[src/rtl/uart_xcvr_pkg.sv]
package uart_xcvr_pkg;

  typedef enum logic [2:0] {
    TX_IDLE,
    TX_LOAD,
    TX_START,
    TX_DATA,
    TX_PAR,
    TX_STOP
  } tx_state_e;

  typedef enum logic [2:0] {
    RX_IDLE,
    RX_CONFIRM,
    RX_DATA,
    RX_PAR,
    RX_STOP
  } rx_state_e;

  typedef struct packed {
    logic two_stop;
    logic par_en;
    logic par_odd;
  } frame_cfg_t;

endpackage

[src/rtl/uart_rx_sync.sv]
module uart_rx_sync #(
  parameter int STAGES = 2
) (
  input  logic clk,
  input  logic rst_n,
  input  logic d_async,
  output logic d_sync
);
  logic [STAGES-1:0] chain_q;

  generate
    if (STAGES == 1) begin : g_single
      always_ff @(posedge clk) begin
        if (!rst_n) chain_q <= '1;
        else        chain_q <= d_async;
      end
    end else begin : g_multi
      always_ff @(posedge clk) begin
        if (!rst_n) chain_q <= '1;
        else        chain_q <= {chain_q[STAGES-2:0], d_async};
      end
    end
  endgenerate

  assign d_sync = chain_q[STAGES-1];
endmodule

[src/rtl/uart_tx_path.sv]
module uart_tx_path
  import uart_xcvr_pkg::*;
#(
  parameter int DATA_W = 8
) (
  input  logic              clk,
  input  logic              rst_n,
  input  logic              bit_tick,
  input  frame_cfg_t        cfg,
  input  logic [DATA_W-1:0] in_data,
  input  logic              in_valid,
  output logic              in_ready,
  output logic              txd
);
  localparam int IDX_W = (DATA_W > 1) ? $clog2(DATA_W) : 1;
  localparam logic [IDX_W-1:0] LAST_IDX = IDX_W'(DATA_W - 1);

  tx_state_e         state_q;
  logic [DATA_W-1:0] shift_q;
  logic [IDX_W-1:0]  idx_q;
  frame_cfg_t        cfg_q;
  logic              par_q;
  logic              stop_more_q;
  logic              txd_q;

  always_ff @(posedge clk) begin
    if (!rst_n) begin
      state_q     <= TX_IDLE;
      shift_q     <= '0;
      idx_q       <= '0;
      cfg_q       <= '0;
      par_q       <= 1'b0;
      stop_more_q <= 1'b0;
      txd_q       <= 1'b1;
    end else begin
      case (state_q)
        TX_IDLE: begin
          txd_q <= 1'b1;
          if (in_valid) begin
            shift_q <= in_data;
            cfg_q   <= cfg;
            par_q   <= (^in_data) ^ cfg.par_odd;
            state_q <= TX_LOAD;
          end
        end
        TX_LOAD: begin
          if (bit_tick) begin
            txd_q   <= 1'b0;
            state_q <= TX_START;
          end
        end
        TX_START: begin
          if (bit_tick) begin
            txd_q   <= shift_q[0];
            idx_q   <= '0;
            state_q <= TX_DATA;
          end
        end
        TX_DATA: begin
          if (bit_tick) begin
            if (idx_q == LAST_IDX) begin
              if (cfg_q.par_en) begin
                txd_q   <= par_q;
                state_q <= TX_PAR;
              end else begin
                txd_q       <= 1'b1;
                stop_more_q <= cfg_q.two_stop;
                state_q     <= TX_STOP;
              end
            end else begin
              shift_q <= shift_q >> 1;
              txd_q   <= shift_q[1];
              idx_q   <= idx_q + 1'b1;
            end
          end
        end
        TX_PAR: begin
          if (bit_tick) begin
            txd_q       <= 1'b1;
            stop_more_q <= cfg_q.two_stop;
            state_q     <= TX_STOP;
          end
        end
        TX_STOP: begin
          if (bit_tick) begin
            if (stop_more_q) stop_more_q <= 1'b0;
            else             state_q     <= TX_IDLE;
          end
        end
        default: state_q <= TX_IDLE;
      endcase
    end
  end

  assign in_ready = (state_q == TX_IDLE);
  assign txd      = txd_q;
endmodule

[src/rtl/uart_rx_path.sv]
module uart_rx_path
  import uart_xcvr_pkg::*;
#(
  parameter int DATA_W = 8
) (
  input  logic              clk,
  input  logic              rst_n,
  input  logic              mid_tick,
  input  frame_cfg_t        cfg,
  input  logic              line,
  output logic [DATA_W-1:0] out_data,
  output logic              out_valid,
  output logic              out_par_err,
  output logic              out_frm_err
);
  localparam int IDX_W = (DATA_W > 1) ? $clog2(DATA_W) : 1;
  localparam logic [IDX_W-1:0] LAST_IDX = IDX_W'(DATA_W - 1);

  rx_state_e         state_q;
  logic [DATA_W-1:0] shift_q;
  logic [IDX_W-1:0]  idx_q;
  frame_cfg_t        cfg_q;
  logic              line_prev_q;
  logic              perr_q;
  logic [DATA_W-1:0] data_q;
  logic              valid_q;
  logic              perr_out_q;
  logic              ferr_out_q;
  logic              fall;

  assign fall = line_prev_q & ~line;

  always_ff @(posedge clk) begin
    if (!rst_n) begin
      state_q     <= RX_IDLE;
      shift_q     <= '0;
      idx_q       <= '0;
      cfg_q       <= '0;
      line_prev_q <= 1'b1;
      perr_q      <= 1'b0;
      data_q      <= '0;
      valid_q     <= 1'b0;
      perr_out_q  <= 1'b0;
      ferr_out_q  <= 1'b0;
    end else begin
      line_prev_q <= line;
      valid_q     <= 1'b0;
      perr_out_q  <= 1'b0;
      ferr_out_q  <= 1'b0;
      case (state_q)
        RX_IDLE: begin
          if (fall) state_q <= RX_CONFIRM;
        end
        RX_CONFIRM: begin
          if (mid_tick) begin
            if (!line) begin
              cfg_q   <= cfg;
              idx_q   <= '0;
              perr_q  <= 1'b0;
              state_q <= RX_DATA;
            end else begin
              state_q <= RX_IDLE;
            end
          end
        end
        RX_DATA: begin
          if (mid_tick) begin
            shift_q <= {line, shift_q[DATA_W-1:1]};
            idx_q   <= idx_q + 1'b1;
            if (idx_q == LAST_IDX) begin
              state_q <= cfg_q.par_en ? RX_PAR : RX_STOP;
            end
          end
        end
        RX_PAR: begin
          if (mid_tick) begin
            perr_q  <= line ^ (^shift_q) ^ cfg_q.par_odd;
            state_q <= RX_STOP;
          end
        end
        RX_STOP: begin
          if (mid_tick) begin
            data_q     <= shift_q;
            valid_q    <= 1'b1;
            perr_out_q <= cfg_q.par_en & perr_q;
            ferr_out_q <= ~line;
            state_q    <= RX_IDLE;
          end
        end
        default: state_q <= RX_IDLE;
      endcase
    end
  end

  assign out_data    = data_q;
  assign out_valid   = valid_q;
  assign out_par_err = perr_out_q;
  assign out_frm_err = ferr_out_q;
endmodule

[src/rtl/uart_xcvr.sv]
module uart_xcvr
  import uart_xcvr_pkg::*;
#(
  parameter int DATA_W      = 8,
  parameter int SYNC_STAGES = 2
) (
  input  logic              clk,
  input  logic              rst_n,
  input  logic              bit_tick,
  input  logic              mid_tick,
  input  logic              cfg_two_stop,
  input  logic              cfg_par_en,
  input  logic              cfg_par_odd,
  input  logic [DATA_W-1:0] tx_data,
  input  logic              tx_valid,
  output logic              tx_ready,
  output logic              txd,
  input  logic              rxd,
  output logic [DATA_W-1:0] rx_data,
  output logic              rx_valid,
  output logic              rx_par_err,
  output logic              rx_frm_err
);
  frame_cfg_t cfg;
  logic       rxd_s;

  assign cfg.two_stop = cfg_two_stop;
  assign cfg.par_en   = cfg_par_en;
  assign cfg.par_odd  = cfg_par_odd;

  uart_rx_sync #(.STAGES(SYNC_STAGES)) u_sync (
    .clk     (clk),
    .rst_n   (rst_n),
    .d_async (rxd),
    .d_sync  (rxd_s)
  );

  uart_tx_path #(.DATA_W(DATA_W)) u_tx (
    .clk      (clk),
    .rst_n    (rst_n),
    .bit_tick (bit_tick),
    .cfg      (cfg),
    .in_data  (tx_data),
    .in_valid (tx_valid),
    .in_ready (tx_ready),
    .txd      (txd)
  );

  uart_rx_path #(.DATA_W(DATA_W)) u_rx (
    .clk         (clk),
    .rst_n       (rst_n),
    .mid_tick    (mid_tick),
    .cfg         (cfg),
    .line        (rxd_s),
    .out_data    (rx_data),
    .out_valid   (rx_valid),
    .out_par_err (rx_par_err),
    .out_frm_err (rx_frm_err)
  );
endmodule

[config.mk]
export PLATFORM = sky130hd
export DESIGN_NAME = uart_xcvr
export DESIGN_NICKNAME = d
export VERILOG_FILES = /design/src/rtl/uart_xcvr_pkg.sv /design/src/rtl/uart_rx_sync.sv /design/src/rtl/uart_tx_path.sv /design/src/rtl/uart_rx_path.sv /design/src/rtl/uart_xcvr.sv
export SDC_FILE = /design/constraint.sdc
export NUM_CORES = 1
export LEC_CHECK = 0
export ABC_AREA = 1
export CAP_MARGIN = 20
export CORE_ASPECT_RATIO = 0.6
export CORE_MARGIN = 10
export CORE_UTILIZATION = 45
export CTS_CLUSTER_DIAMETER = 150
export DETAILED_ROUTE_END_ITERATION = 10
export DONT_BUFFER_PORTS = 1
export HOLD_SLACK_MARGIN = 0.12
export SYNTH_ARGS = -nofsm -noshare
export SYNTH_HDL_FRONTEND = slang
export SYNTH_SLANG_ARGS = --single-unit
[constraint.sdc]
create_clock -name clk -period 3.93 [get_ports clk]
set_input_delay 0.1965 -clock clk [delete_from_list [all_inputs] [get_ports clk]]
set_output_delay 0.1965 -clock clk [all_outputs]
set_load 0.02 [all_outputs]
==> results by group <==
Placed design
  – HPWL Detailed: about 3800 um
  – # port buffers: 0
  – Routability cong.: roughly 0.86

Critical path
  – CP most frequent cell: inv_1
  – Worst reg2reg path depth: 6
  – Critical path endpoint category: flop
  – Slowest CP cell: nor2_1
  – CP max stage delay: 0.67 ns
  – Arr. time, crit path: 2.07 ns
  – Worst-path fanout max: 14
  – Req. time, crit path: roughly 4 ns
  – Crit Path Category: reg2reg
  – Worst reg2reg endpoint: u_rx.shift_q[3]$_SDFFE_PN0P_
  – Reg2Reg Launch Point: u_rx.state_q[0]$_SDFFE_PN0P_
  – CP startpoint kind: flop
  – CP Cell Sequence: inv_1 > nand3_1 > nor2_1 > inv_1 > o21ai_0 > a21oi_1
  – Setup slack, reg-to-reg: 2.05 ns

Power and ir drop
  – Lkg Pwr: about 1.2 nW
  – PwrDens: around 640 nW/um^2
  – Internal power: 1.089 mW
  – Switching portion of total power: 0.3739
  – Net switching power: 0.6503 mW
  – Logic pwr share: 0.326
  – Worst vdd ir: between 200 and 250 uV
  – Sequential share of power: 0.418
  – Power share of the clock group: 0.256

Layout
  – Register area: between 1000 and 1500 sq um
  – Layout cells sized above 1: 0.07895
  – Ant diodes: 0
  – Area Overhead vs Synth: 13.38%
  – Multi-input logic area: ~1200 sq um
  – Utilization after layout: 0.5338
  – Net count, final: between 300 and 400
  – Fillers: slightly above 500

Clock network
  – Worst skew pair latency: approximately 0.29 ns
  – CTS Buf Count: 5
  – Clock Root Buffer: clkbuf_8
  – Clk slew on worst S/H paths: approximately 0.09 ns
  – Postcts setup bufs: 0
  – Clock Path Buffers: 2
  – H-tree depth: 2
  – Sink Count: 50
  – CTS tree: built

Floorplanning
  – Core Region: between 5000 and 6000 sq um
  – Die height: 76.61 um
  – # rows: 20
  – Die area: between 8000 and 9000 sq um
  – Initial Util: 0.4708
  – DIE WIDTH: between 100 and 150 um
  – Top-Level Pins: 30

Drt
  – Via density: 5.127
  – Average wire per cell in the routed design: 13.23 um
  – Post-route DRC: 0
  – Via count: around 2,100
  – Drt initial violations: between 80 and 90
  – Final ANT Viol Nets: 0
  – First-pass DRT Iterations: 4
  – Routed WL: approximately 5400 um

Hold path
  – Hold WC Path Type: in2reg
  – End of the worst hold path: u_rx.perr_q$_SDFFE_PN0P_
  – Worst Min Path Start: mid_tick
  – Hold Path Depth: 3

Synth
  – Post-Syn Instances: between 300 and 400
  – Syn nets: 350
  – Post-synthesis cell type count: 31
  – Post-synthesis cell area: approximately 2400 sq um
  – Synth Area per Inst: about 7.3 sq um
  – Seq cells post-synth: 50
  – Sequential share of the synthesized area: 0.4164
  – Ys Warns: 0

Timing
  – Max Slew Vio Count: 0
  – Setup Skew: around 0.0028 ns
  – Max Clk Rate: 0.5310 GHz
  – Tcrit/Tclk final: 0.4792
  – RSZ-0062 raised after global routing: no
  – Final Setup Violations: 0
  – Tmin final: about 1.9 ns
  – Max transition margin: 0.4519
  – Setup TNS: 0 ns
  – Final Hold Fails: 0
  – Worst-Margin Slew: about 0.82 ns

GRT
  – Global routing usage on met1: 0.1838
  – Global-route wire length before repair: around 9200 um
  – Initial antenna violation count: 0
  – GR Overflow Total: 0
  – Met2 usage: 0.1706
  – Vias in the first global route: 1,871
  – M3 GR Usage: 0.03774
  – Largest net degree at the start of global routing: 41
  – Most Crowded Layer GR: met1
  – Total track usage: 0.1243

Flow run
  – MaxCap Viol Count: 0

Status
  – Status: complete, no violations
## state kept, by name (all words and copies together), names as in the netlist
name              count
u_tx.par_q            1
u_tx.cfg_q            2
u_tx.state_q          3
u_rx.state_q          3
u_rx.idx_q            3
u_tx.stop_more_q      1
u_rx.out_frm_err      1
u_rx.out_valid        1
u_rx.line_prev_q      1
u_rx.out_data         8
u_tx.shift_q          8
u_rx.shift_q          8
u_tx.txd              1
u_tx.idx_q            3
u_rx.perr_q           1
u_rx.out_par_err      1
u_sync.chain_q        2
u_rx.cfg_q            2
## synthesized netlist by cell type (all sizes together)
cell type  count  area, sq um
or2            2        12.51
nand2         71        281.5
o31ai          1        7.510
clkbuf         2        7.510
nand3         10        55.05
xor2           5        43.79
nor3           2        15.01
ha             4        50.05
o211a          1        10.01
nand3b         3        22.52
nor2          31        131.4
buf            6        36.28
a21o           1        7.510
xnor2          7        61.31
dfxtp         50         1001
o211ai         4        30.03
a21oi         33        176.4
a31oi          8        50.05
inv           42        157.7
o21ai         42        221.5
nand4          4        25.02
## metal layers
layer | up-vias | wire, um
met5 | - | 0
met4 | 0 | 19
met3 | 2 | 340
met2 | 46 | 2126
met1 | 944 | 2909
li1 | 1100 | -
## worst max path at each step
stage	end	from	slack [ns]
2_1_floorplan	u_tx.shift_q[6]$_SDFFE_PN0P_	u_tx.idx_q[0]$_SDFFE_PN0P_	2.53
3_3_place_gp	u_rx.shift_q[3]$_SDFFE_PN0P_	u_rx.state_q[0]$_SDFFE_PN0P_	2.15
3_5_place_dp	u_rx.shift_q[3]$_SDFFE_PN0P_	u_rx.state_q[0]$_SDFFE_PN0P_	2.06
4_1_cts	u_rx.shift_q[3]$_SDFFE_PN0P_	u_rx.state_q[0]$_SDFFE_PN0P_	2.08
5_1_grt	u_rx.shift_q[3]$_SDFFE_PN0P_	u_rx.state_q[0]$_SDFFE_PN0P_	1.72
6_report	u_rx.shift_q[3]$_SDFFE_PN0P_	u_rx.state_q[0]$_SDFFE_PN0P_	2.05
## cell usage in the layout (no fill, tap or decap), types with 3 or more instances in the layout
cell	count
dlygate4sd3_1	12
nand3b_1	3
nand2_1	67
dfxtp_1	50
a21oi_1	32
nand2_2	3
o21ai_0	39
nand4_1	4
xnor2_1	7
a31oi_1	8
inv_2	6
ha_1	4
inv_1	36
xor2_1	5
o211ai_1	4
nor2_1	29
nand3_1	9
clkbuf_8	6
## logic make-up (layout without fill, tap and decap cells)
| kind of cell | after synthesis | after routing | share of synthesized area |
|---|---|---|---|
| adders and majority gates | 4 | 4 | 0.02082 |
| buffers and inverters | 50 | 63 | 0.08381 |
| xor gates and xnor gates | 12 | 12 | 0.04373 |
| DFF | 50 | 50 | 0.4164 |
| AOI/OAI and AO/OA | 90 | 90 | 0.2093 |
| and+or+nand+nor | 123 | 123 | 0.2259 |
## cell type report
type | count | share of cell area
Clock buffer | 6 | 0.03030
Clock inverter | 2 | 0.02204
Inverter | 42 | 0.05785
Multi-Input combinational cell | 229 | 0.4408
Sequential cell | 50 | 0.3673
Tap cell | 66 | 0.03030
Timing Repair Buffer | 13 | 0.05142
## power by group through the flow
stage | Sequential (mW) | Clock [mW] | Combinational, mW
2_1_floorplan | 0.716 | 0 | 0.463
3_3_place_gp | 0.737 | 0 | 0.534
3_5_place_dp | 0.738 | 0 | 0.540
4_1_cts | 0.727 | 0.454 | 0.560
5_1_grt | 0.747 | 0.476 | 0.648
6_report | 0.728 | 0.444 | 0.567
## what timing repair did
item	in CTS	in global routing
gates resized for setup	0	0
endpoints found under the hold margin	44	0
hold buffers	13	0
## critical path: cells and delay by family (launching register included)
family                 cells  cell delay (ns)
AND/OR/NAND/NOR            2             0.86
buffers and inverters      2             0.35
flip-flops                 1             0.32
AO/OA/AOI/OAI              2             0.25
## metrics by stage
step,instance area [sq um],worst slack [ns],power (mW),hold slack [ns],cells
after floorplan,2404,2.528,1.179,0.3031,329
after global placement,2442,2.151,1.271,0.2882,387
after detailed placement,2442,2.062,1.278,0.2909,387
after CTS,2725,2.077,1.741,0.1286,408
after global routing,2725,1.719,1.872,0.1557,408
final,2725,2.047,1.739,0.1398,408
Note: power is estimated with default switching activity, not from simulation.
